===== src/rtl/bwpwm_pkg.sv =====
// Package: shared widths and the pin source selection type for the
// interleaved binary-weight PWM channel.
package bwpwm_pkg;

    // Width of the data value and of the segment counter
    localparam int unsigned BW_DATA_W = 8;

    // What drives the output pin in a given cycle
    typedef enum logic [1:0] {
        PIN_SRC_PORT = 2'd0,
        PIN_SRC_WAVE = 2'd1,
        PIN_SRC_IDLE = 2'd2
    } pin_src_e;

endpackage


===== src/rtl/bwpwm_segcnt.sv =====
// Module: bwpwm_segcnt
// Segment counter. It steps once per enabled tick and wraps naturally at
// 2**W. Assumes the tick is a one-cycle enable from an external divider
// and that halt is the active-high form of the count-enable control.
module bwpwm_segcnt #(
    parameter int unsigned W = 8
) (
    input  logic         clk,
    input  logic         rst_n,
    input  logic         tick_i,
    input  logic         halt_i,
    output logic [W-1:0] cnt_o
);

    logic step;

    // Decide whether this edge advances the counter
    always_comb begin
        step = tick_i && !halt_i;
    end

    // Hold or advance the segment counter, clearing it on reset
    always_ff @(posedge clk) begin
        if (!rst_n) begin
            cnt_o <= '0;
        end else if (step) begin
            cnt_o <= cnt_o + 1'b1;
        end
    end

    AST_CNT_STEP: assert property (@(posedge clk) disable iff (!rst_n)
        (tick_i && !halt_i) |=> (cnt_o == $past(cnt_o) + 1'b1));
    AST_CNT_HOLD: assert property (@(posedge clk) disable iff (!rst_n)
        (!tick_i || halt_i) |=> $stable(cnt_o));

endmodule


===== src/rtl/bwpwm_weave.sv =====
// Module: bwpwm_weave
// Builds one pulse train per data bit and ORs together the trains that are
// enabled. Train k is active in the segments whose lowest set bit is at
// position W-1-k, so it covers 2**k segments per cycle. Purely
// combinational; clk and rst_n serve only the assertions.
module bwpwm_weave #(
    parameter int unsigned W = 8
) (
    input  logic         clk,
    input  logic         rst_n,
    input  logic [W-1:0] cnt_i,
    input  logic [W-1:0] data_i,
    output logic         pulse_o
);

    logic [W-1:0] train;

    for (genvar k = 0; k < W; k++) begin : g_train
        localparam int unsigned POS = W - 1 - k;
        localparam logic [W-1:0] LOW_MASK = ({{(W-1){1'b0}}, 1'b1} << POS) - 1'b1;
        // Train k: bit POS set and every bit below it clear
        always_comb begin
            train[k] = cnt_i[POS] && ((cnt_i & LOW_MASK) == '0);
        end
    end

    // OR of the trains that their data bits enable
    always_comb begin
        pulse_o = |(train & data_i);
    end

    AST_TRAIN_EXCL: assert property (@(posedge clk) disable iff (!rst_n)
        $onehot0(train));
    AST_SEG0_QUIET: assert property (@(posedge clk) disable iff (!rst_n)
        (cnt_i == '0) |-> !pulse_o);
    AST_ZERO_DATA_LOW: assert property (@(posedge clk) disable iff (!rst_n)
        (data_i == '0) |-> !pulse_o);

endmodule


===== src/rtl/bwpwm_outsel.sv =====
// Module: bwpwm_outsel
// Output stage. It picks the port level, the (optionally inverted)
// waveform, or a forced low before the first write, and registers the
// result. Assumes every select input is synchronous to clk.
module bwpwm_outsel
    import bwpwm_pkg::*;
(
    input  logic clk,
    input  logic rst_n,
    input  logic armed_i,
    input  logic pulse_i,
    input  logic pol_inv_i,
    input  logic pwm_mode_i,
    input  logic port_val_i,
    output logic pin_o
);

    pin_src_e src;
    logic     pin_d;

    // Choose the pin source for this cycle
    always_comb begin
        if (!pwm_mode_i) begin
            src = PIN_SRC_PORT;
        end else if (!armed_i) begin
            src = PIN_SRC_IDLE;
        end else begin
            src = PIN_SRC_WAVE;
        end
    end

    // Form the next pin level from the chosen source
    always_comb begin
        unique case (src)
            PIN_SRC_PORT: pin_d = port_val_i;
            PIN_SRC_WAVE: pin_d = pulse_i ^ pol_inv_i;
            default:      pin_d = 1'b0;
        endcase
    end

    // Register the pin so that it never glitches
    always_ff @(posedge clk) begin
        if (!rst_n) begin
            pin_o <= 1'b0;
        end else begin
            pin_o <= pin_d;
        end
    end

    AST_PORT_PASS: assert property (@(posedge clk) disable iff (!rst_n)
        !pwm_mode_i |=> (pin_o == $past(port_val_i)));
    AST_IDLE_LOW: assert property (@(posedge clk) disable iff (!rst_n)
        (pwm_mode_i && !armed_i) |=> !pin_o);
    AST_INVERT: assert property (@(posedge clk) disable iff (!rst_n)
        (pwm_mode_i && armed_i) |=> (pin_o == ($past(pulse_i) ^ $past(pol_inv_i))));

endmodule


===== src/rtl/bwpwm_top.sv =====
// Module: bwpwm_top
// One interleaved binary-weight PWM channel. It holds the written level,
// a flag that records the first write, the segment counter, the pulse
// weaver and the registered output stage. A write takes effect at once,
// with no end-of-cycle latch. Assumes the host writes synchronously to clk.
module bwpwm_top
    import bwpwm_pkg::*;
#(
    parameter int unsigned DW = BW_DATA_W
) (
    input  logic          clk,
    input  logic          rst_n,
    input  logic          seg_tick_i,
    input  logic          cnt_halt_i,
    input  logic          wr_en_i,
    input  logic [DW-1:0] wr_data_i,
    input  logic          pol_inv_i,
    input  logic          pwm_mode_i,
    input  logic          port_val_i,
    output logic          pin_o
);

    logic [DW-1:0] level_q;
    logic          armed_q;
    logic [DW-1:0] seg_cnt;
    logic          pulse;

    // Load the level on a write; the first write arms the waveform
    always_ff @(posedge clk) begin
        if (!rst_n) begin
            level_q <= '0;
            armed_q <= 1'b0;
        end else if (wr_en_i) begin
            level_q <= wr_data_i;
            armed_q <= 1'b1;
        end
    end

    bwpwm_segcnt #(.W(DW)) i_segcnt (
        .clk    (clk),
        .rst_n  (rst_n),
        .tick_i (seg_tick_i),
        .halt_i (cnt_halt_i),
        .cnt_o  (seg_cnt)
    );

    bwpwm_weave #(.W(DW)) i_weave (
        .clk     (clk),
        .rst_n   (rst_n),
        .cnt_i   (seg_cnt),
        .data_i  (level_q),
        .pulse_o (pulse)
    );

    bwpwm_outsel i_outsel (
        .clk        (clk),
        .rst_n      (rst_n),
        .armed_i    (armed_q),
        .pulse_i    (pulse),
        .pol_inv_i  (pol_inv_i),
        .pwm_mode_i (pwm_mode_i),
        .port_val_i (port_val_i),
        .pin_o      (pin_o)
    );

    AST_WR_LOAD: assert property (@(posedge clk) disable iff (!rst_n)
        wr_en_i |=> (level_q == $past(wr_data_i)));
    AST_LEVEL_KEEP: assert property (@(posedge clk) disable iff (!rst_n)
        !wr_en_i |=> $stable(level_q));
    AST_RESET_LOW: assert property (@(posedge clk)
        !rst_n |=> !pin_o);

endmodule


===== config.mk =====
export PLATFORM = sky130hd
export DESIGN_NAME = bwpwm_top
export DESIGN_NICKNAME = d
export VERILOG_FILES = /design/src/rtl/bwpwm_pkg.sv /design/src/rtl/bwpwm_segcnt.sv /design/src/rtl/bwpwm_weave.sv /design/src/rtl/bwpwm_outsel.sv /design/src/rtl/bwpwm_top.sv
export SDC_FILE = /design/constraint.sdc
export NUM_CORES = 1
export LEC_CHECK = 0
export BUFFER_PORTS_ARGS = -buffer_cell sky130_fd_sc_hd__buf_4
export CELL_PAD_IN_SITES_DETAIL_PLACEMENT = 2
export CELL_PAD_IN_SITES_GLOBAL_PLACEMENT = 2
export CORE_ASPECT_RATIO = 0.8
export CORE_MARGIN = 5
export CORE_UTILIZATION = 34
export CTS_CLUSTER_DIAMETER = 200
export DETAILED_ROUTE_END_ITERATION = 10
export GPL_TIMING_DRIVEN = 0
export MAX_ROUTING_LAYER = met4
export PLACE_DENSITY = 0.85
export SYNTH_ARGS = -nofsm -noshare
export SYNTH_HDL_FRONTEND = slang
export SYNTH_HIERARCHICAL = 1
export SYNTH_SLANG_ARGS = --single-unit

===== constraint.sdc =====
create_clock -name clk -period 5.35 [get_ports clk]
set_clock_uncertainty 0.2 [all_clocks]
set_input_delay 0.2675 -clock clk [delete_from_list [all_inputs] [get_ports clk]]
set_output_delay 0.2675 -clock clk [all_outputs]
set_load 0.1 [all_outputs]

==> summary.txt, run 1 <==
Floorplan
  – Core Rows: 16
  – Die ar.: 3507 um2
  – Starting density of the core: 0.3451
  – Core Footprint: 2382 um2
  – DIE WIDTH: 64.98 um
  – IO Pins: 17
  – Die height: 53.98 um

STA
  – Setup tns final: 0 ps
  – Unrepaired setup endpoints after global routing: no
  – Pins Over Slew Limit: 0
  – Final period utilization: 0.3556
  – Fin crit period: 1902 ps
  – Tightest Pin Transition: 494.2 ps
  – Max Fclk: 0.5256 GHz
  – Slew headroom: 0.6620
  – Setup violators final: 0
  – Hold Vio Cnt, Final: 0
  – Setup ws final: 3448 ps

Place
  – # placed instances: 124
  – Port buffer count: 15
  – Final GP Congestion: 0.6656
  – Post-Place Setup Slack: 3398 ps
  – DP HPWL: 1.558 mm

Logic synthesis
  – Syn Inst Count: 82
  – Cell area after synthesis: 822.0 um2
  – Distinct cell type count after synthesis: 27
  – Syn. warnings: 6
  – Avg Synthesized Cell Area: 10.02 um2
  – Post-synth EDFFs: 0
  – Post-synthesis sequential area ratio: 0.4384
  – Number of synthesized register bits: 18
  – Main flop type after synthesis: dfxtp_1
  – Syn Nets: 99
  – Async set-reset flop share out of synthesis: 0

Cells and area
  – Synth-to-Final Area Change: 20.55%
  – Most frequent cells in the layout: dfxtp_1 (18), buf_4 (15), nor2b_1 (10), mux2i_1 (9), a21oi_1 (7)
  – Layout cells sized above 1: 0.2200
  – N_diodes: 0
  – Final Util: 0.4160
  – Most common cell after layout, fill and taps aside: dfxtp_1
  – Final cell count without fillers: 127
  – # nets final: 119

Worst setup path
  – CP Capture Point: i_outsel/pin_o$_SDFF_PN0_
  – Crit end category: register
  – Largest incremental delay on the critical path: 490 ps
  – Kind of critical path: reg -> reg
  – CP max stage cell: a2111oi_0
  – Setup crit start: i_segcnt/cnt_o[5]$_SDFFE_PN0P_
  – Reg2reg start: i_segcnt/cnt_o[5]$_SDFFE_PN0P_
  – R2R depth: 5
  – Worst Path Max Fanout: 6
  – Startpoint types: register
  – Arrival @ worst endpoint: 1890 ps
  – Required time of the critical path: 5340 ps
  – R2r setup slk: 3450 ps
  – Worst R2R End: i_outsel/pin_o$_SDFF_PN0_
  – Crit-path cells: and3b_1 > a2111oi_0 > o221ai_1 > xnor2_1 > o21ai_1

Clock network
  – CTS tree: built
  – CTS Hold Buffers Added: 0
  – Setup Buffers After CTS: 0
  – Clock Pin Slew Worst Setup and Hold Paths: 100 ps
  – Htree depth: 1
  – Resize count post-CTS: 0
  – Inserted Clock Buffers: 3
  – CTS Buffer Depth: 2
  – CTS root buf: clkbuf_4
  – TritonCTS Sinks: 18
  – Worst-skew pair later-pin latency: 290 ps

Routing
  – Vias/cell: 5.425
  – Wl on met1: 835 um
  – Via count: 689
  – Initial DRC Count: 22
  – Drt total wl: 1.958 mm
  – Wirelength per Cell: 15.42 um
  – DRC: 0
  – Met3 WL: 100 um
  – Number of nets with antenna violations after routing: 0
  – Uppermost layer routed: met3
  – DR WL met2: 1.022 mm
  – 1st-pass router iterations: 2

Min path
  – Worst hold path type: in -> reg
  – HP Start: port_val_i

Flow run
  – Max-Cap Viols: 0

Power
  – Total Power: 0.2414 mW
  – Power Density: 243.6 nW/um2
  – Worst vdd ir: 0.1217 mV
  – Leakage: 0.4242 nW

Outcome
  – Outcome: finished, final reports clean

GRT
  – Global Route Usage Sum: 0.1341
  – Number of global-route vias before repair: 768
  – Initial antenna violation count: 0
  – First-pass GRT wire length: 3.436 mm
  – Largest net degree at the start of global routing: 13
  – Total grt overflow: 0
## synthesized netlist by cell type, drive strengths merged (2+ instances only)
library cell | instances | area, um2
dfxtp | 18 | 360.4
nor2 | 3 | 11.26
mux2i | 9 | 90.09
nor2b | 10 | 62.56
a21oi | 7 | 35.03
or3 | 4 | 26.28
or4 | 2 | 15.01
nand3 | 2 | 10.01
xnor2 | 3 | 26.28
and3b | 3 | 27.53
inv | 3 | 11.26
nand3b | 2 | 15.01
o21ai | 5 | 25.02
## area by class of cell
type | count | area [um2]
buffer | 1 | 11.26
clock buffer | 3 | 22.52
fill | 266 | 1391
inverter | 3 | 11.26
multi-input combinational | 60 | 439.2
sequential | 18 | 360.3
tap | 27 | 33.78
timing repair buffer | 15 | 112.6
## worst min path at each step
| stage | endpoint | slack, ps | cells past startpoint |
|---|---|---|---|
| final | i_outsel/pin_o$_SDFF_PN0_ | 30 | 3 |
| after global routing | i_outsel/pin_o$_SDFF_PN0_ | 6 | 3 |
| after CTS | i_outsel/pin_o$_SDFF_PN0_ | 20 | 3 |
| after detailed placement | armed_q$_SDFFE_PN0P_ | 260 | 1 |
| after global placement | armed_q$_SDFFE_PN0P_ | 240 | 1 |
| after floorplan | armed_q$_SDFFE_PN0P_ | 180 | 1 |
## metrics by stage
stage / hold WS [ps] / area, um2
finish: 27.59 / 991.0
detailed placement: 255.2 / 968.4
floorplan: 185.0 / 822.0
global route: 6.200 / 991.0
global placement: 239.6 / 968.4
CTS: 21.91 / 991.0
## worst max-delay path, delay by kind of cell, from the launching register on
| family | cells | cell delay, ps |
|---|---|---|
| xor gates and xnor gates | 1 | 180 |
| AOI/OAI and AO/OA | 3 | 800 |
| and+or+nand+nor | 1 | 200 |
| DFF | 1 | 420 |
## per-layer routing
metal	up-vias	track usage
li1	333	-
met1	341	0.1296
met2	15	0.2547
met3	0	0.05428
met4	0	0.03158
met5	-	-
## state kept, by name, summed over array words and instances (netlist names)
signal          count
i_outsel/pin_o      1
i_segcnt/cnt_o      8
level_q             8
armed_q             1
## report_power, final
group | switching (mW) | leakage [nW] | internal [mW] | total (mW)
registers | 0.00409 | 0.147 | 0.139 | 0.144
clock network | 0.0410 | 0.0138 | 0.0262 | 0.0672
logic | 0.0140 | 0.263 | 0.0166 | 0.0306
## logic make-up after synthesis
logic type                 share of synthesized area
AOI/OAI and AO/OA                             0.1126
buffers and inverters                        0.02740
adders and majority gates                    0.01522
xor gates and xnor gates                     0.03197
and+or+nand+nor                               0.2648
DFF                                           0.4384
muxes                                         0.1096
Power figures use the tool's default switching activity.
==> run 2: changes to the inputs <==
--- a/config.mk
+++ b/config.mk
@@ -10,12 +10,12 @@
 export CELL_PAD_IN_SITES_GLOBAL_PLACEMENT = 2
 export CORE_ASPECT_RATIO = 0.8
 export CORE_MARGIN = 5
-export CORE_UTILIZATION = 34
+export CORE_UTILIZATION = 32
 export CTS_CLUSTER_DIAMETER = 200
 export DETAILED_ROUTE_END_ITERATION = 10
 export GPL_TIMING_DRIVEN = 0
 export MAX_ROUTING_LAYER = met4
-export PLACE_DENSITY = 0.85
+export PLACE_DENSITY = 0.81
 export SYNTH_ARGS = -nofsm -noshare
 export SYNTH_HDL_FRONTEND = slang
 export SYNTH_HIERARCHICAL = 1
==> constraint.sdc (replaced) <==
create_clock -name clk -period 1.9 [get_ports clk]
set_clock_uncertainty 0.2 [all_clocks]
set_input_delay 0.095 -clock clk [delete_from_list [all_inputs] [get_ports clk]]
set_output_delay 0.095 -clock clk [all_outputs]
set_load 0.1 [all_outputs]
==> summary.txt, run 2 (synthesis gave the netlist of run 1 again) <==
Worst setup path
  – Crit-path cells: and3b_1 > a2111oi_2 > o221ai_4 > xnor2_1 > o21ai_1
  – CP max stage cell: dfxtp_1
  – Setup crit start: i_segcnt/cnt_o[5]$_SDFFE_PN0P_
  – Worst R2R End: i_outsel/pin_o$_SDFF_PN0_
  – Startpoint types: register
  – Crit end category: register
  – Reg2reg start: i_segcnt/cnt_o[5]$_SDFFE_PN0P_
  – Worst Path Max Fanout: 6 (unchanged)
  – R2r setup slk: 50 ps (-3400 ps)
  – R2R depth: 5 (unchanged)
  – Kind of critical path: reg -> reg
  – Arrival @ worst endpoint: 1850 ps (-40 ps)
  – Largest incremental delay on the critical path: 460 ps (-30 ps)
  – Required time of the critical path: 1900 ps (-3440 ps)
  – CP Capture Point: i_outsel/pin_o$_SDFF_PN0_

Cells and area
  – Final Util: 0.5178 (+0.1018)
  – Largest regs: i_segcnt/cnt_o: 8 flops, level_q: 8 flops
  – Synth-to-Final Area Change: 55.10%
  – # nets final: 143 (+20%)
  – Final instance area: 1275 um2 (+29%)
  – Final cell count without fillers: 160 (+26%)
  – N_diodes: 0 (unchanged)
  – Most common cell after layout, fill and taps aside: dlygate4sd3_1
  – Most frequent cells in the layout: dlygate4sd3_1 (23), dfxtp_1 (16), buf_4 (16), nor2b_1 (10), mux2i_1 (9)
  – Layout cells sized above 1: 0.2339 (+0.01387)

GRT
  – Initial antenna violation count: 0 (unchanged)
  – Number of global-route vias before repair: 929 (+21%)
  – Largest net degree at the start of global routing: 13 (unchanged)
  – Total grt overflow: 0 (unchanged)
  – First-pass GRT wire length: 4.422 mm (+29%)
  – Global Route Usage Sum: 0.1597 (+0.02561)

Routing
  – Via count: 801 (+16%)
  – Initial DRC Count: 34 (+55%)
  – Drt total wl: 2.840 mm (+45%)
  – Vias/cell: 5.006 (-7.7%)
  – DRC: 0 (unchanged)
  – Number of nets with antenna violations after routing: 0 (unchanged)
  – Wirelength per Cell: 17.75 um (+15%)
  – 1st-pass router iterations: 4 (+2)

Power
  – Power Density: 589.5 nW/um2 (+140%)
  – Total Power: 0.7516 mW (+210%)
  – Worst vdd ir: 0.3525 mV (+190%)
  – Leakage: 0.5242 nW (+24%)

STA
  – Pins Over Slew Limit: 0 (unchanged)
  – Final period utilization: 0.9740 (+0.6184)
  – Hold Vio Cnt, Final: 0 (unchanged)
  – Setup tns final: 0 ps (unchanged)
  – Max Fclk: 0.5403 GHz (+2.8%)
  – Setup violators final: 0 (unchanged)
  – Tightest Pin Transition: 430.7 ps (-63.53 ps)
  – Fin crit period: 1851 ps (-51.79 ps)
  – Slew headroom: 0.7123 (+0.05032)
  – Hold_ws: 32.70 ps (+5.110 ps)
  – Setup ws final: 49.32 ps (-3398 ps)

Clock network
  – CTS Buffer Depth: 2 (unchanged)
  – CTS tree: built
  – Worst-skew pair later-pin latency: 300 ps (about the same)
  – Inserted Clock Buffers: 3 (unchanged)
  – Htree depth: 1 (unchanged)
  – Clock Pin Slew Worst Setup and Hold Paths: 110 ps (about the same)
  – TritonCTS Sinks: 18 (unchanged)
  – CTS root buf: clkbuf_4

Place
  – Post-DP Area: 979.7 um2 (+1.2%)
  – DP HPWL: 1.592 mm (+2.2%)
  – # placed instances: 133 (+7.3%)
  – Port buffer count: 15 (unchanged)
  – Final GP Congestion: 0.7187 (+8.0%)
  – Post-Place Setup Slack: -31.39 ps (-3430 ps)

Floorplan
  – IO Pins: 17 (unchanged)
  – Starting density of the core: 0.3338 (-0.01122)
  – Die ar.: 3689 um2 (+5.2%)
  – DIE WIDTH: 66.67 um (+2.6%)
  – Die height: 55.34 um (+2.5%)
  – Core Rows: 16 (unchanged)
  – Core Footprint: 2462 um2 (+3.4%)

Outcome
  – Outcome: finished, final reports clean

Flow run
  – Max-Cap Viols: 0 (unchanged)

Min path
  – Worst hold path type: in -> reg
## run 2: final cells by class
| cell class | count | area (um2) |
|---|---|---|
| Sequential cell | 18 | 365.4 |
| Fill cell | 258 | 1187 |
| Inverter | 3 | 11.26 |
| Clock buffer | 3 | 22.52 |
| Multi-Input combinational cell | 60 | 469.2 |
| Tap cell | 36 | 45.04 |
| Buffer | 1 | 11.26 |
| Timing Repair Buffer | 39 | 350.3 |
## run 2: how the worst min path moves through the flow
stage	startpoint	end	slack, ps	cells after the start
final	seg_tick_i	i_segcnt/cnt_o[5]$_SDFFE_PN0P_	30	4
after global routing	seg_tick_i	i_segcnt/cnt_o[5]$_SDFFE_PN0P_	50	4
after CTS	seg_tick_i	i_segcnt/cnt_o[7]$_SDFFE_PN0P_	30	4
after detailed placement	port_val_i	i_outsel/pin_o$_SDFF_PN0_	160	3
after global placement	port_val_i	i_outsel/pin_o$_SDFF_PN0_	130	3
after floorplan	rst_n	armed_q$_SDFFE_PN0P_	10	1
## run 2: critical path: cells and delay by family (launching register included)
| family | cells | cell delay (ps) |
|---|---|---|
| AO/OA/AOI/OAI | 3 | 680 |
| XOR/XNOR | 1 | 190 |
| flip-flops | 1 | 460 |
| AND/OR/NAND/NOR | 1 | 220 |
## run 2: power breakdown
| part | leakage (nW) | internal [mW] | total, mW | switching, mW |
|---|---|---|---|---|
| logic | 0.362 | 0.0892 | 0.147 | 0.0577 |
| clock network | 0.0138 | 0.0740 | 0.199 | 0.125 |
| registers | 0.149 | 0.393 | 0.405 | 0.0127 |
| total | 0.524 | 0.556 | 0.752 | 0.196 |
## run 2: timing repair
action / 4_1_cts / 5_1_grt
gates resized for setup: 4 / 6
setup endpoints to repair: 1 / 1
pin swaps: 0 / 4
hold buffers: 23 / 0
buffers inserted: 0 / 1
endpoints found under the hold margin: 12 / 0
## run 2: layer usage
layer | part of all wire | vias to the layer above | track usage
li1 | - | 380 | -
met1 | 0.38 | 397 | 0.1669
met2 | 0.57 | 20 | 0.2839
met3 | 0.039 | 4 | 0.04260
met4 | 0.013 | 0 | 0.05507
met5 | 0 | - | -
==> run 3: changes to the inputs <==
--- a/config.mk
+++ b/config.mk
@@ -11,11 +11,12 @@
 export CORE_ASPECT_RATIO = 0.8
 export CORE_MARGIN = 5
 export CORE_UTILIZATION = 32
-export CTS_CLUSTER_DIAMETER = 200
+export CTS_CLUSTER_DIAMETER = 80
 export DETAILED_ROUTE_END_ITERATION = 10
 export GPL_TIMING_DRIVEN = 0
 export MAX_ROUTING_LAYER = met4
 export PLACE_DENSITY = 0.81
+export RECOVER_POWER = 100
 export SYNTH_ARGS = -nofsm -noshare
 export SYNTH_HDL_FRONTEND = slang
 export SYNTH_HIERARCHICAL = 1
==> summary.txt, run 3 (synthesis gave the netlist of run 1 again) <==
Outcome
  – Outcome: finished, final reports clean

Routing
  – DRC: 0 (unchanged)
  – Vias/cell: 5.031 (+0.50%)
  – Number of nets with antenna violations after routing: 0 (unchanged)
  – Wirelength per Cell: 17.80 um (+0.28%)
  – Drt total wl: 2.848 mm (+0.28%)
  – Initial DRC Count: 29 (-15%)
  – 1st-pass router iterations: 4 (unchanged)
  – Via count: 805 (+0.50%)

Floorplan
  – DIE WIDTH: 66.67 um (unchanged)
  – Starting density of the core: 0.3338 (unchanged)
  – IO Pins: 17 (unchanged)
  – Core Footprint: 2462 um2 (unchanged)
  – Core Rows: 16 (unchanged)
  – Die ar.: 3689 um2 (unchanged)
  – Die height: 55.34 um (unchanged)

Place
  – Port buffer count: 15 (unchanged)
  – DP HPWL: 1.592 mm (unchanged)
  – Final GP Congestion: 0.7187 (unchanged)

GRT
  – Global Route Usage Sum: 0.1597 (unchanged)
  – Initial antenna violation count: 0 (unchanged)
  – Number of global-route vias before repair: 929 (unchanged)
  – First-pass GRT wire length: 4.422 mm (unchanged)
  – Largest net degree at the start of global routing: 13 (unchanged)
  – Total grt overflow: 0 (unchanged)

STA
  – Max Fclk: 0.5338 GHz (-1.2%)
  – Hold Vio Cnt, Final: 0 (unchanged)
  – Pins Over Slew Limit: 0 (unchanged)
  – Final period utilization: 0.9860 (+0.01194)
  – Setup violators final: 0 (unchanged)
  – Fin crit period: 1873 ps (+22.69 ps)
  – Slew headroom: 0.6384 (-0.07392)
  – Tightest Pin Transition: 544.7 ps (+114.0 ps)

Worst setup path
  – Startpoint types: register
  – Required time of the critical path: 1900 ps (about the same)
  – Worst Path Max Fanout: 6 (unchanged)
  – Crit end category: register
  – Arrival @ worst endpoint: 1870 ps (+20 ps)
  – R2R depth: 5 (unchanged)
  – Kind of critical path: reg -> reg

Min path
  – Worst hold path type: in -> reg
  – Hold Path Depth: 4 (unchanged)

Cells and area
  – Most frequent cells in the layout: dlygate4sd3_1 (23), dfxtp_1 (16), clkbuf_4 (11), nor2b_1 (10), mux2i_1 (9)
  – Synth-to-Final Area Change: 52.06%
  – Most common cell after layout, fill and taps aside: dlygate4sd3_1
  – Layout fillers: 262 (+1.6%)
  – # nets final: 143 (unchanged)
  – Layout cells sized above 1: 0.2097 (-0.02419)
  – N_diodes: 0 (unchanged)
  – Final Util: 0.5076 (-0.01016)
  – Largest regs: i_segcnt/cnt_o: 8 flops, level_q: 8 flops

Clock network
  – Htree depth: 1 (unchanged)
  – Inserted Clock Buffers: 3 (unchanged)
  – CTS tree: built
  – Clock Pin Slew Worst Setup and Hold Paths: 110 ps (about the same)
  – CTS root buf: clkbuf_4
  – CTS Buffer Depth: 2 (unchanged)
  – Worst-skew pair later-pin latency: 300 ps (about the same)
  – TritonCTS Sinks: 18 (unchanged)

Power
  – Total Power: 0.7480 mW (-0.48%)
  – Leakage: 0.4815 nW (-8.1%)
  – Power Density: 598.4 nW/um2 (+1.5%)
  – Worst vdd ir: 0.3549 mV (+0.68%)

Flow run
  – Max-Cap Viols: 0 (unchanged)
## run 3: cell types whose count changed in the layout (fill, tap and decap cells not counted), sizes merged
cell / before / now
clkbuf: 3 / 14
buf: 17 / 6
## run 3: final cells by class
type                    instances  area [um2]  share of cell area
repair buffers                 39       340.3              0.2723
multi-input cells              60       454.2              0.3634
flip-flops and latches         18       365.4              0.2923
clock buffers                   3       22.52             0.01802
well taps                      36       45.04             0.03604
inverters                       3       11.26            0.009009
plain buffers                   1       11.26            0.009009
## run 3: final timing paths
kind	startpoint	endpoint	slack, ps
setup reg to reg	i_segcnt/cnt_o[5]$_SDFFE_PN0P_	i_outsel/pin_o$_SDFF_PN0_	30
hold reg to reg	armed_q$_SDFFE_PN0P_	i_outsel/pin_o$_SDFF_PN0_	320
hold / removal	seg_tick_i	i_segcnt/cnt_o[0]$_SDFFE_PN0P_	100
setup / recovery	i_segcnt/cnt_o[5]$_SDFFE_PN0P_	i_outsel/pin_o$_SDFF_PN0_	30
## run 3: what timing repair did
item / CTS / global route
hold buffers: 23 / 0
endpoints found under the setup margin: 1 / 1
endpoints found under the hold margin: 12 / 0
pin swaps: 0 / 4
resized for setup: 4 / 6
setup buffers: 0 / 1
## run 3: power breakdown
part           internal [mW]  switching (mW)
sequential             0.393          0.0119
combinational         0.0850          0.0566
clock                 0.0740           0.128
total                  0.552           0.196
## run 3: critical path, stage by stage, from the launching register on
cell and delay, ps:
dfxtp_1 470, and3b_1 220, a2111oi_2 460, o221ai_4 150, xnor2_1 190, o21ai_1 70
## run 3: routing by layer
metal	GRT usage	vias to the layer above	part of all wire	routed length (um)
li1	-	381	-	-
met1	0.1669	398	0.39	1098
met2	0.2839	22	0.56	1601
met3	0.04260	4	0.039	110
met4	0.05507	0	0.013	38
met5	-	-	0	0
## run 3: metrics by stage
step	std cells	hold slack (ps)	setup TNS (ps)	area (um2)	setup WS [ps]
after floorplan	82	12.47	0	822.0	146.9
after global placement	133	134.5	0	979.7	42.84
after detailed placement	133	156.0	-31.39	979.7	-31.39
after CTS	159	30.28	0	1242	13.13
after global routing	160	112.0	-52.88	1250	-52.88
final	160	103.4	0	1250	26.63
